--- src/rtl/rot_rename.sv ---
module rot_rename #(
  parameter int GR_N      = 128,
  parameter int GR_STATIC = 32,
  parameter int FR_N      = 128,
  parameter int FR_STATIC = 32,
  parameter int PR_N      = 64,
  parameter int PR_STATIC = 16,
  parameter int LC_W      = 16
) (
  input  logic                    clk,
  input  logic                    rst,
  input  logic [$clog2(GR_N)-1:0] gr_rot_size,
  input  logic [$clog2(GR_N)-1:0] gr_log,
  input  logic [$clog2(FR_N)-1:0] fr_log,
  input  logic [$clog2(PR_N)-1:0] pr_log,
  input  logic                    loop_br,
  input  logic                    lc_load,
  input  logic [LC_W-1:0]         lc_value,
  output logic [$clog2(GR_N)-1:0] gr_phys,
  output logic [$clog2(FR_N)-1:0] fr_phys,
  output logic [$clog2(PR_N)-1:0] pr_phys,
  output logic                    pr_one,
  output logic                    br_taken,
  output logic                    rot_pred_val,
  output logic [$clog2(PR_N)-1:0] rot_pred_slot
);
  localparam int GW = $clog2(GR_N);
  localparam int FW = $clog2(FR_N);
  localparam int PW = $clog2(PR_N);
  localparam int GROT_MAX = GR_N - GR_STATIC;
  localparam int FROT = FR_N - FR_STATIC;
  localparam int PROT = PR_N - PR_STATIC;

  logic [GW-1:0]   rrb_g, rrb_g_nxt, gsize_eff;
  logic [FW-1:0]   rrb_f, rrb_f_nxt;
  logic [PW-1:0]   rrb_p, rrb_p_nxt;
  logic [LC_W-1:0] lc;
  logic            lc_zero;

  function automatic logic [15:0] remap(input logic [15:0] l, input logic [15:0] b,
                                        input logic [15:0] sz, input logic [15:0] r);
    logic [15:0] s;
    s = l - b + r;
    if (l < b || (l - b) >= sz) return l;
    if (s >= sz) s = s - sz;
    return b + s;
  endfunction

  assign gsize_eff = (gr_rot_size > GW'(GROT_MAX)) ? GW'(GROT_MAX) : gr_rot_size;

  assign rrb_g_nxt = (rrb_g == '0) ? ((gsize_eff == '0) ? '0 : gsize_eff - GW'(1)) : rrb_g - GW'(1);
  assign rrb_f_nxt = (rrb_f == '0) ? FW'(FROT - 1) : rrb_f - FW'(1);
  assign rrb_p_nxt = (rrb_p == '0) ? PW'(PROT - 1) : rrb_p - PW'(1);

  assign gr_phys = GW'(remap(16'(gr_log), 16'(GR_STATIC), 16'(gsize_eff), 16'(rrb_g)));
  assign fr_phys = FW'(remap(16'(fr_log), 16'(FR_STATIC), 16'(FROT), 16'(rrb_f)));
  assign pr_phys = PW'(remap(16'(pr_log), 16'(PR_STATIC), 16'(PROT), 16'(rrb_p)));
  assign pr_one  = (pr_log == '0);

  assign lc_zero       = (lc == '0);
  assign br_taken      = loop_br & ~lc_zero;
  assign rot_pred_val  = loop_br & ~lc_zero;
  assign rot_pred_slot = PW'(PR_STATIC) + rrb_p_nxt;

  always_ff @(posedge clk) begin
    if (rst) begin
      rrb_g <= '0;
      rrb_f <= '0;
      rrb_p <= '0;
    end else if (loop_br) begin
      rrb_g <= rrb_g_nxt;
      rrb_f <= rrb_f_nxt;
      rrb_p <= rrb_p_nxt;
    end
  end

  always_ff @(posedge clk) begin
    if (rst)                      lc <= '0;
    else if (lc_load)             lc <= lc_value;
    else if (loop_br && !lc_zero) lc <= lc - LC_W'(1);
  end

  always_comb begin
    if (gr_log < GW'(GR_STATIC))
      assert_gr_static_R1: assert (gr_phys == gr_log);
  end

  assert_rrb_g_bound_R2: assert property (@(posedge clk) disable iff (rst)
    rrb_g == '0 || rrb_g < gsize_eff);
  assert_rrb_f_bound_R3: assert property (@(posedge clk) disable iff (rst)
    rrb_f < FW'(FROT));
  assert_rrb_p_bound_R4: assert property (@(posedge clk) disable iff (rst)
    rrb_p < PW'(PROT));
  assert_pr0_const_R5: assert property (@(posedge clk) disable iff (rst)
    pr_log == '0 |-> pr_one && pr_phys == '0 && rot_pred_slot != '0);
  assert_lc_dec_R7: assert property (@(posedge clk) disable iff (rst)
    !lc_load && loop_br && br_taken |=> lc == $past(lc) - LC_W'(1));
  assert_lc_hold_R7: assert property (@(posedge clk) disable iff (rst)
    !lc_load && !loop_br |=> $stable(lc));
  assert_lc_floor_R8: assert property (@(posedge clk) disable iff (rst)
    !lc_load && loop_br && !br_taken |=> lc == '0);
  assert_lc_load_R9: assert property (@(posedge clk) disable iff (rst)
    lc_load |=> lc == $past(lc_value));
  assert_reset_clear_R10: assert property (@(posedge clk)
    rst |=> rrb_g == '0 && rrb_f == '0 && rrb_p == '0 && lc == '0);
endmodule

--- config.mk ---
export PLATFORM = sky130hd
export DESIGN_NAME = rot_rename
export DESIGN_NICKNAME = d
export VERILOG_FILES = /design/src/rtl/rot_rename.sv
export SDC_FILE = /design/constraint.sdc
export NUM_CORES = 1
export LEC_CHECK = 0
export BUFFER_PORTS_ARGS = -buffer_cell sky130_fd_sc_hd__buf_2
export CORE_MARGIN = 4
export CORE_UTILIZATION = 52
export DETAILED_ROUTE_END_ITERATION = 12
export GPL_TIMING_DRIVEN = 0
export HOLD_SLACK_MARGIN = 0.05
export PLACE_DENSITY = 0.87
export SLEW_MARGIN = 20
export SYNTH_ARGS = -nofsm -noshare
export SYNTH_HDL_FRONTEND = slang
export SYNTH_SLANG_ARGS = --single-unit
export TNS_END_PERCENT = 30
--- constraint.sdc ---
create_clock -name clk -period 3.55 [get_ports clk]
set_input_delay 0.5325 -clock clk [delete_from_list [all_inputs] [get_ports clk]]
set_output_delay 0.5325 -clock clk [all_outputs]
set_load 0.1 [all_outputs]
# --- After elaboration in Yosys (flattened, before gate mapping) ---
# Cells that the tools add are included.
word_totals:
  ff_bits: 36
  inputBits: 47
  output_inout_bits: 29
  elab_cells: 68
classes:
  add_sub_neg: 18
  magnitude_cmp: 10
  mux: 22
  bitwise: 2
  reduce_logical: 12
op_table:
  columns: ["cell", "n"]
  rows:
  - ["$mux 7", 12]
  - ["$add 16x7->16", 2]
  - ["$ge 16x6->1 const B", 2]
  - ["$ge 16x7->1", 2]
  - ["$ge 16x7->1 const B", 2]
  - ["$mux 16", 2]
  - ["$mux 6", 5]
  - ["$logic_not 7->1", 3]
  - ["$sub 7x1->7 const B", 3]
  - ["$add 16x6->16", 1]
  - ["$logic_not 16->1", 1]
  - ["$sub 16x1->16 const B", 1]
  - ["$sub 7x6->8 const B", 2]
  - ["$add 6x7->7 const A", 2]
  - ["$lt 7x6->1 const B", 2]
  - ["$add 5x6->6 const A", 2]
  - ["$logic_not 6->1", 2]
  - ["$gt 7x7->1 const B", 1]
  - ["$sub 6x5->7 const B", 1]
  - ["$sub 7x7->7", 1]
  - ["$sub 7x7->7 const B", 1]
  - ["$lt 6x5->1 const B", 1]
  - ["$sub 6x1->6 const B", 1]
  - ["$sub 6x6->6 const B", 1]
  - ["other kinds (7)", 11]

# --- Logic depth before layout (Yosys ltp) ---
# Gate-level depths: netlist of the first run.
logic_depth:
  word_depth: 8
  depth_mapped: 15
  mapped_depth_nobuf: 15

# --- Least setup slack after synthesis of the first run ---
# Ideal clock, no wire load.
synth_path:
  path_kind: "input-to-output"
  startpoint: "input pr_log[0]"
  endpoint: "output pr_phys[5]"
  arrival_time_ns: 5.205
  required_ns: 3.017
  path_slack_ns: -2.188
  stages: 15
  n_path_buf: 0
  path_cell_list: "ha_1 fa_1 a21o_1 a21oi_1 nor2b_1 o21a_1 nor2_1 ha_1 nand2_1 or4_1 or3_1 a211oi_1 a211oi_1 xnor2_1 o21ai_0"
synth_between:
  elab_chain_len: 7
  elab_cells_between_ends: 12
  cone_classes: "add/sub (4); order compare (3); mux (4); reduce/logical (1)"
synth_rtl:
  columns: ["item", "line", "source"]
  rows:
  - ["from (decl)", "15", "input logic [$clog2(PR_N)-1:0] pr_log,"]
  - ["$sub 6x5->7", "43, 44", null]
  - ["$add 16x6->16", "43", "s = l - b + r;"]
  - ["$ge 16x6->1 or $sub 6x6->6 (tied branches)", "45", "if (s >= sz) s = s - sz;"]
  - ["$mux 6 (2 in a row)", "45", null]
  - ["$add 5x6->6", "46", "return b + s;"]
  - ["$mux 6 *", "45", null]
  - ["to (decl)", "21", "output logic [$clog2(PR_N)-1:0] pr_phys,"]
# Every way passes the cells marked *; elsewhere a longest branch is shown, timed or not. The select of a mux whose other input is x is not followed.

# --- Worst setup path after layout of the first run ---
layout_path:
  startpoint: "input pr_log[1]"
  endpoint: "output pr_phys[5]"
# Same word-level chain as after synthesis.

==> results of run 1 <==
state kept, by name (all words and copies together), names as in the netlist:
name,count
lc,16
rrb_f,7
rrb_g,7
rrb_p,6
routing by layer:
layer | vias up | part of all wire
li1 | 2008 | -
met5 | - | 0
met2 | 114 | 0.50
met4 | 0 | 0.016
met1 | 1932 | 0.44
met3 | 21 | 0.047
cell families (layout without fill, tap and decap cells):
kind of cell	Yosys count	count (layout)
DFF	36	36
muxes	28	28
adders and majority gates	56	56
buffers and inverters	60	156
and+or+nand+nor	163	163
AOI/OAI and AO/OA	128	129
xor gates and xnor gates	41	41
worst max-delay path: cells and delay by family:
kind,cells,cell delay [ns]
compound gates,8,1.28
fa+ha+maj,2,0.38
xor+xnor,1,0.16
simple gates,4,0.96
buf+inv,2,0.33
through the flow:
step / hold slack [ns] / instance area (um2)
2_1_floorplan: 0.4545 / 4096
3_3_place_gp: 0.4756 / 4586
3_5_place_dp: 0.4935 / 4591
4_1_cts: 0.4565 / 4952
5_1_grt: 0.4670 / 5135
6_report: 0.4673 / 5135
cell usage after synthesis (all sizes together), types with 2 or more instances:
cell	n
and3	2
o21a	5
nand3	5
o22ai	3
fa	4
xor2	14
nand2	46
or3	7
o21bai	3
nor2b	10
nor4	6
or2	3
ha	51
xnor2	27
a21o	13
mux2i	13
nand4	3
a211o	4
o221ai	2
mux2	15
nor2	49
a31oi	2
nor3	10
nor3b	4
o2111ai	2
buf	10
a311oi	2
o21ai	29
or4	3
clkbuf	8
o211ai	5
and2	3
nand2b	7
dfxtp	36
inv	42
nor4b	2
a211oi	14
o31ai	2
a21oi	34
where the power goes:
group	internal, W	switching, W	total (W)
Clock	0.000208	0.000148	0.000356
Combinational	0.00102	0.00170	0.00272
Sequential	0.000458	0.0000661	0.000524
final timing paths:
path	start	end	slack, ns	cells past startpoint
setup / recovery	pr_log[1]	pr_phys[5]	-0.62	17
hold reg to reg	rrb_g[4]	rrb_g[4]	0.51	2
setup reg to reg	lc[0]	lc[13]	1.23	9
hold / removal	rst	rrb_p[1]	0.47	2
repair_timing:
item | CTS | global route
gates resized for setup | 54 | 26
buffers inserted | 8 | 7
endpoints found under the setup margin | 11 | 11
pin swaps | 13 | 14
gates cloned | 1 | 0
hold endpoints to repair | 0 | 0
cell type report:
cell class	instances	area, um2
clock buffer	5	68.82
buffer	18	116.4
clock inverter	3	42.54
fill	591	2273
multi-input combinational	417	3292
tap	99	123.9
inverter	42	157.7
sequential	36	730.7
timing repair buffer	88	603.1
==> key figures, run 1 <==
Synthesis
  – Mapped Avg Cell Area: 7.891 um2
  – Post-synthesis cell area: 4040 um2
  – Mapped Cells: 512
  – Most used flip-flop cell after synthesis: dfxtp_1
  – Register bit count reported by yosys: 36
  – Synth Area in Simple Gates: 0.2007
  – Mux cell area share after synthesis: 0.07402
  – Synth Area in XOR/XNOR: 0.08888
  – Post-synth cell types: 65
  – Synth Net Count: 614
  – Async set-reset flop share out of synthesis: 0
  – Yosys top cell area share: 0.1784
  – Number of synthesized flops with an enable pin: 0
  – Post-synthesis compound-gate area fraction: 0.2100
  – Adder-Cell Fraction of Synth Area: 0.1802
  – Synth top area cells: dfxtp_1 (18%), ha_1 (16%), xnor2_1 (5.9%), nor2_1 (4.6%), nand2_1 (4.3%)
  – Largest area contributor in the synthesized netlist: dfxtp_1
  – Yosys Warn Count: 0
  – Largest family of logic cells by synthesized area: compound AO/OA/AOI/OAI gates
  – Register area share after synthesis: 0.1784

Floorplan
  – Horiz. Die Dim: 96.15 um
  – Io pins: 76
  – DIE HEIGHT: 96.15 um
  – Core Box Area: 7408 um2
  – Site Rows: 31
  – Initial Util: 0.5453
  – Die ar.: 9244 um2

Status
  – Run status: finished, violations left
  – Violated checks: setup timing

Drt
  – Via density: 5.756
  – 1st-pass router iterations: 5
  – Vias: 4,075
  – Routed WL per cell: 15.21 um
  – WL final: 10.77 mm
  – DR iter-0 viols: 197
  – Post-route ant nets: 0
  – DRC: 0

Global routing
  – Largest net degree at the start of global routing: 13
  – Antenna violations before repair: 0
  – Global Route Usage Sum: 0.2278
  – GRT met2 Usage: 0.4106
  – Vias in the first global route: 3,989
  – Congestion Overflow GR: 0
  – Met3 Use GR: 0.03127
  – GRT busiest layer: met2
  – First-pass GRT wire length: 17.20 mm
  – Met1 Use GR: 0.2800

Min path
  – HP Class: primary input to flip-flop

Worst setup path
  – Worst Setup End Kind: output port
  – Crit start category: primary input
  – Crit-path cells: buf_2 -> ha_4 -> a21o_1 -> a21oi_2 -> o21bai_1 -> a21o_1 -> a21oi_2 -> nand2b_4 -> ha_1 -> nand2_2 -> or4_4 -> or3_4 -> a211oi_4 -> a211oi_2 -> xnor2_2 -> o21ai_4 -> buf_12
  – Slowest-stage cell, CP: or4_4
  – CP peak stage delay: 0.42 ns
  – Crit Path Class: primary input to output port
  – CP arrival: 3.64 ns
  – Crit-path max FO: 4
  – CP Data Required Time: 3.02 ns

Finish
  – Commonest non-fill, non-tap cell in the layout: buf_2
  – Nets: 710
  – Fin util: 0.6931
  – Most frequent cells in the layout: buf_2 (62), nor2_1 (48), nand2_1 (45), ha_1 (45), inv_1 (39)
  – Ant. Diodes: 0
  – Synth-to-layout area growth: 27.10%
  – Non-Filler Instances: 708
  – Fraction of layout cells with a size suffix above 1: 0.2841

STA
  – Final Cycle Share: 1.174
  – Setup TNS: -4.504 ns
  – RSZ-0062 raised after global routing: true
  – Hold Vio Cnt, Final: 0
  – Min Clock Period, post-route: 4.169 ns
  – Fin worst setup slack: -0.6186 ns
  – Final setup violation count: 9
  – Final Max Slew Viols: 0
  – Max_slew headroom: 0.4406
  – Worst-margin pin slew: 0.8375 ns
  – Achievable frequency: 239.9 MHz
  – Setup Skew: 0.007642 ns

Clocking
  – Worst skew pair latency: 0.29 ns
  – Clk sinks: 36
  – Clock buffer count from CTS: 5
  – CTS max path bufs: 2
  – H-tree Lvls: 2
  – CTS tree: built
  – Clk root buf: clkbuf_8
  – Worst-path clk slew: 0.08 ns
  – Cts hold-fix bufs: 0

Placement
  – Input/output buffers: 73
  – Gp weighted congestion: 0.9367
  – Hpwl dp: 8.022 mm
  – Post-Place Worst Slack: -1.034 ns
  – Placed cells: 684

Job
  – Number of max-cap violations: 0

Pwr
  – Max VDD drop: 579.5 uV
  – PD cells: 701.1 nW/um2
  – Leak: 2.352 nW
  – Total power draw: 0.003600 W
Note: power is estimated with default switching activity, not from simulation.
==> run 2: changes to the inputs <==
==> constraint.sdc (replaced) <==
create_clock -name clk -period 3.55 [get_ports clk]
set_input_delay 0.71 -clock clk [delete_from_list [all_inputs] [get_ports clk]]
set_output_delay 0.71 -clock clk [all_outputs]
set_load 0.1 [all_outputs]
==> key figures, run 2 (synthesized netlist as in run 1, its figures left out) <==
Drt
  – Vias: 4,044
  – 1st-pass router iterations: 4
  – Via density: 5.736
  – DR iter-0 viols: 261
  – DRC: 0
  – Routed WL per cell: 15.20 um
  – WL final: 10.72 mm
  – Post-route ant nets: 0

Clocking
  – Worst skew pair latency: 0.28 ns
  – Clk root buf: clkbuf_8
  – Worst-path clk slew: 0.07 ns
  – Cts hold-fix bufs: 0
  – H-tree Lvls: 2
  – Clk sinks: 36
  – CTS tree: built
  – Clock buffer count from CTS: 5
  – CTS max path bufs: 2

Finish
  – Fillers: 568
  – Synth-to-layout area growth: 26.26%
  – Largest regs: lc (16), rrb_f (7), rrb_g (7)
  – Largest register by flop count: lc
  – Most frequent cells in the layout: buf_2 (61), nor2_1 (49), ha_1 (47)
  – Ant. Diodes: 0
  – Final Cell Area: 5101 um2
  – Commonest non-fill, non-tap cell in the layout: buf_2
  – Non-Filler Instances: 705
  – Max reg flops: 16
  – Nets: 708
  – Fraction of layout cells with a size suffix above 1: 0.2690

Floorplan
  – Io pins: 76
  – Site Rows: 31
  – DIE HEIGHT: 96.15 um
  – Die ar.: 9244 um2
  – Initial Util: 0.5453
  – Core Box Area: 7408 um2
  – Horiz. Die Dim: 96.15 um

Worst setup path
  – Worst Setup End Kind: output port
  – Crit-path max FO: 3
  – CP arrival: 3.93 ns
  – CP Data Required Time: 2.84 ns
  – Path depth of the worst reg2reg path: 9
  – Crit Path Class: primary input to output port
  – Reg2reg setup slack: 1.26 ns
  – R2r endpoint: lc[13]
  – Worst r2r src: lc[0]
  – Crit start category: primary input

Placement
  – Placed cells: 684
  – Hpwl dp: 7.912 mm
  – Gp weighted congestion: 0.8879
  – Input/output buffers: 73
  – Placed Instance Area: 4641 um2

Min path
  – Cells on Worst Hold Path: 2
  – Hold path endpoint: rrb_g[5]
  – HP Class: flip-flop to flip-flop
  – Min-delay src: rrb_g[5]

Global routing
  – Antenna violations before repair: 0
  – First-pass GRT wire length: 17.41 mm
  – Global Route Usage Sum: 0.2293
  – Largest net degree at the start of global routing: 11
  – Congestion Overflow GR: 0
  – Vias in the first global route: 3,993

STA
  – Final Cycle Share: 1.308
  – Hold Vio Cnt, Final: 0
  – Final Max Slew Viols: 0
  – Setup TNS: -8.249 ns
  – Achievable frequency: 215.4 MHz
  – Worst-margin pin slew: 0.8474 ns
  – Max_slew headroom: 0.4341
  – RSZ-0062 raised after global routing: true
  – Fin worst setup slack: -1.093 ns
  – Final setup violation count: 11
  – Setup Skew: 0.01369 ns
  – Min Clock Period, post-route: 4.643 ns

Status
  – Run status: finished, violations left
  – Violated checks: setup timing

Pwr
  – Max VDD drop: 568.8 uV
  – PD cells: 688.5 nW/um2
  – Leak: 2.326 nW

Job
  – Number of max-cap violations: 0
-- run 2: cell count changes in the layout (fill, tap and decap cells not counted), sizes merged --
cell / change
buf: -2
clkinvlp: -1
clkbuf: +1
bufinv: -1
-- run 2: layer usage --
layer	share of wire	track usage	wire length [um]
met5	0	0	0
met4	0.018	0.05569	196
met3	0.053	0.03206	568
met2	0.50	0.4146	5317
met1	0.43	0.2841	4635
-- run 2: how the worst max path moves through the flow --
stage / startpoint / to / slack, ns
CTS: pr_log[1] / pr_phys[5] / -1.01
floorplan: pr_log[0] / pr_phys[5] / -0.94
global route: pr_log[0] / pr_phys[5] / -1.23
finish: pr_log[0] / pr_phys[5] / -1.09
detailed placement: pr_log[0] / pr_phys[5] / -1.35
global placement: pr_log[1] / pr_phys[5] / -1.22
-- run 2: worst max-delay path: stages --
cell	delay (ns)
buf_8	0.10
ha_4	0.16
fa_2	0.39
a21o_1	0.19
a21oi_2	0.21
nor2b_2	0.08
o21a_1	0.18
nor2_1	0.13
ha_1	0.13
nand2_1	0.06
or4_4	0.43
or3_4	0.36
a211oi_4	0.20
a211oi_2	0.08
xnor2_2	0.17
o21ai_4	0.17
buf_12	0.19
-- run 2: timing repair --
| action | in CTS | in global routing |
|---|---|---|
| buffers inserted | 8 | 5 |
| pin swaps | 20 | 13 |
| cloned | 1 | 0 |
| setup endpoints to repair | 11 | 11 |
| resized for setup | 51 | 16 |
-- run 2: area by class of cell --
class	count	area, um2	share of cell area
Buffer	18	116.4	0.02281
Clock buffer	6	72.57	0.01423
Clock inverter	1	5.005	0.0009811
Inverter	42	157.7	0.03091
Multi-Input combinational cell	417	3293	0.6456
Sequential cell	36	723.2	0.1418
Tap cell	99	123.9	0.02428
Timing Repair Buffer	86	609.3	0.1195
-- run 2: report_power, final --
part	switching, W	leakage [nW]	internal, W
registers	0.0000713	0.298	0.000457
clock network	0.000137	0.0410	0.000133
logic	0.00171	1.99	0.00101
-- run 2: per-stage QoR --
step,hold WS [ns],total power [W],setup slack [ns],utilization
4_1_cts,0.5031,0.003365,-1.014,0.6718
3_5_place_dp,0.4936,0.002799,-1.346,0.6264
3_3_place_gp,0.4808,0.002737,-1.221,0.6264
2_1_floorplan,0.4545,0.002445,-0.9404,-
5_1_grt,0.5427,0.003712,-1.228,0.6886
6_report,0.4996,0.003512,-1.093,0.6886
==> run 3: changes to the inputs <==
CORE_UTILIZATION = 50   (was 52)
PLACE_DENSITY = 0.84   (was 0.87)
==> key figures, run 3 (synthesized netlist as in run 1, its figures left out) <==
Finish
  – Most frequent cells in the layout: buf_2 (62), nor2_1 (49), nand2_1 (45)
  – Fillers: 631
  – Commonest non-fill, non-tap cell in the layout: buf_2
  – Reg area: 721.9 um2
  – Final Cell Area: 5190 um2
  – Ant. Diodes: 0
  – Nets: 716
  – Synth-to-layout area growth: 28.46%
  – Area of the multi-input gates: 3301 um2
  – Largest register by flop count: lc
  – Max reg flops: 16
  – Fraction of layout cells with a size suffix above 1: 0.2878
  – Largest regs: lc (16), rrb_f (7), rrb_g (7)
  – Non-Filler Instances: 717

Floorplan
  – Io pins: 76
  – DIE HEIGHT: 97.89 um
  – Die ar.: 9582 um2
  – Horiz. Die Dim: 97.89 um
  – Core Box Area: 7807 um2
  – Site Rows: 32
  – Initial Util: 0.5175

Clocking
  – H-tree Lvls: 2
  – CTS max path bufs: 2
  – Clk sinks: 36
  – Clock buffer count from CTS: 5
  – Worst skew pair latency: 0.30 ns
  – Clk root buf: clkbuf_8
  – CTS tree: built
  – Cts hold-fix bufs: 0
  – Worst-path clk slew: 0.07 ns

Status
  – Run status: finished, violations left
  – Violated checks: setup timing

STA
  – RSZ-0062 raised after global routing: true
  – Setup TNS: -7.741 ns
  – Final Cycle Share: 1.269
  – Max_slew headroom: 0.4161
  – Setup Skew: 0.01207 ns
  – Achievable frequency: 221.9 MHz
  – Final Max Slew Viols: 0
  – Final setup violation count: 11
  – Min Clock Period, post-route: 4.507 ns
  – Worst-margin pin slew: 0.8742 ns
  – Hold Vio Cnt, Final: 0
  – Fin worst setup slack: -0.9567 ns

Min path
  – Cells on Worst Hold Path: 2
  – HP Class: flip-flop to flip-flop

Worst setup path
  – Slowest-stage cell, CP: or4_4
  – Crit Path Class: primary input to output port
  – Buffers & Inverters on Critical Path: 2
  – Reg2reg setup slack: 1.35 ns
  – Path depth of the worst reg2reg path: 9
  – Crit-path cells: buf_8 -> ha_4 -> fa_2 -> a21o_1 -> a21oi_2 -> nor2b_2 -> o21a_1 -> nor2_1 -> ha_1 -> nand2_1 -> or4_4 -> or3_4 -> a211oi_2 -> a211oi_2 -> xnor2_2 -> o21ai_4 -> buf_12
  – CP peak stage delay: 0.42 ns
  – Most used cell along the critical path: a211oi_2
  – Stages on worst setup path: 17
  – CP arrival: 3.80 ns
  – CP Data Required Time: 2.84 ns
  – Worst path top cell family by delay: simple AND/OR/NAND/NOR gates
  – Worst Setup End Kind: output port
  – Crit start category: primary input
  – Crit-path max FO: 2

Drt
  – Vias: 3,994
  – Via density: 5.570
  – DRC: 0
  – Post-route ant nets: 0
  – WL final: 10.61 mm
  – Routed WL per cell: 14.80 um
  – DR iter-0 viols: 211
  – 1st-pass router iterations: 4

Placement
  – Input/output buffers: 73
  – Gp weighted congestion: 0.8976
  – Placed cells: 687
  – Placed Instance Area: 4644 um2
  – Hpwl dp: 7.755 mm

Pwr
  – Max VDD drop: 577.4 uV
  – Leak: 2.376 nW
  – PD cells: 689.0 nW/um2

Global routing
  – First-pass GRT wire length: 17.57 mm
  – Antenna violations before repair: 0
  – Largest net degree at the start of global routing: 13
  – Congestion Overflow GR: 0
  – Vias in the first global route: 3,946
  – Global Route Usage Sum: 0.2134

Job
  – Number of max-cap violations: 0
run 3: cell type report:
| type | count | area share |
|---|---|---|
| plain buffers | 18 | 0.02242 |
| clock buffers | 6 | 0.01591 |
| clock inverters | 2 | 0.002893 |
| inverters | 42 | 0.03038 |
| multi-input cells | 417 | 0.6360 |
| flip-flops and latches | 36 | 0.1391 |
| well taps | 102 | 0.02459 |
| repair buffers | 94 | 0.1287 |
run 3: metal layers:
layer / global-route usage / wire length (um) / up-vias
li1: - / - / 2026
met5: 0 / 0 / -
met4: 0.05964 / 129 / 0
met3: 0.02500 / 455 / 12
met1: 0.2591 / 4533 / 1861
met2: 0.3937 / 5495 / 95
run 3: path summary, 6_finish.rpt:
check                                   to  startpoint
worst max-delay path            pr_phys[5]   pr_log[0]
worst min-delay path              rrb_g[4]    rrb_g[4]
worst max register to register      lc[13]       lc[0]
worst min register to register    rrb_g[4]    rrb_g[4]
run 3: report_power, final:
group / switching (W) / total, W / internal [W]
Sequential: 0.0000688 / 0.000525 / 0.000457
Combinational: 0.00169 / 0.00274 / 0.00104
Clock: 0.000155 / 0.000312 / 0.000157
run 3: tightest hold or removal path, stage by stage (launching register included):
cell and delay, ns:
dfxtp_1 0.33, o31ai_1 0.07, a21oi_1 0.06
run 3: per-stage QoR:
| stage | hold WS, ns | power (W) | utilization | setup slack (ns) |
|---|---|---|---|---|
| 2_1_floorplan | 0.4545 | 0.002445 | - | -0.9404 |
| 3_3_place_gp | 0.4768 | 0.002738 | 0.5949 | -1.228 |
| 3_5_place_dp | 0.4820 | 0.002791 | 0.5949 | -1.371 |
| 4_1_cts | 0.4951 | 0.003388 | 0.6444 | -0.9501 |
| 5_1_grt | 0.5267 | 0.003774 | 0.6647 | -1.076 |
| 6_report | 0.5024 | 0.003576 | 0.6647 | -0.9567 |
run 3: repair_timing:
action,in CTS,in global routing
gates cloned,1,0
pin swaps,22,15
resized for setup,53,16
buffers inserted,10,11
setup endpoints to repair,11,11
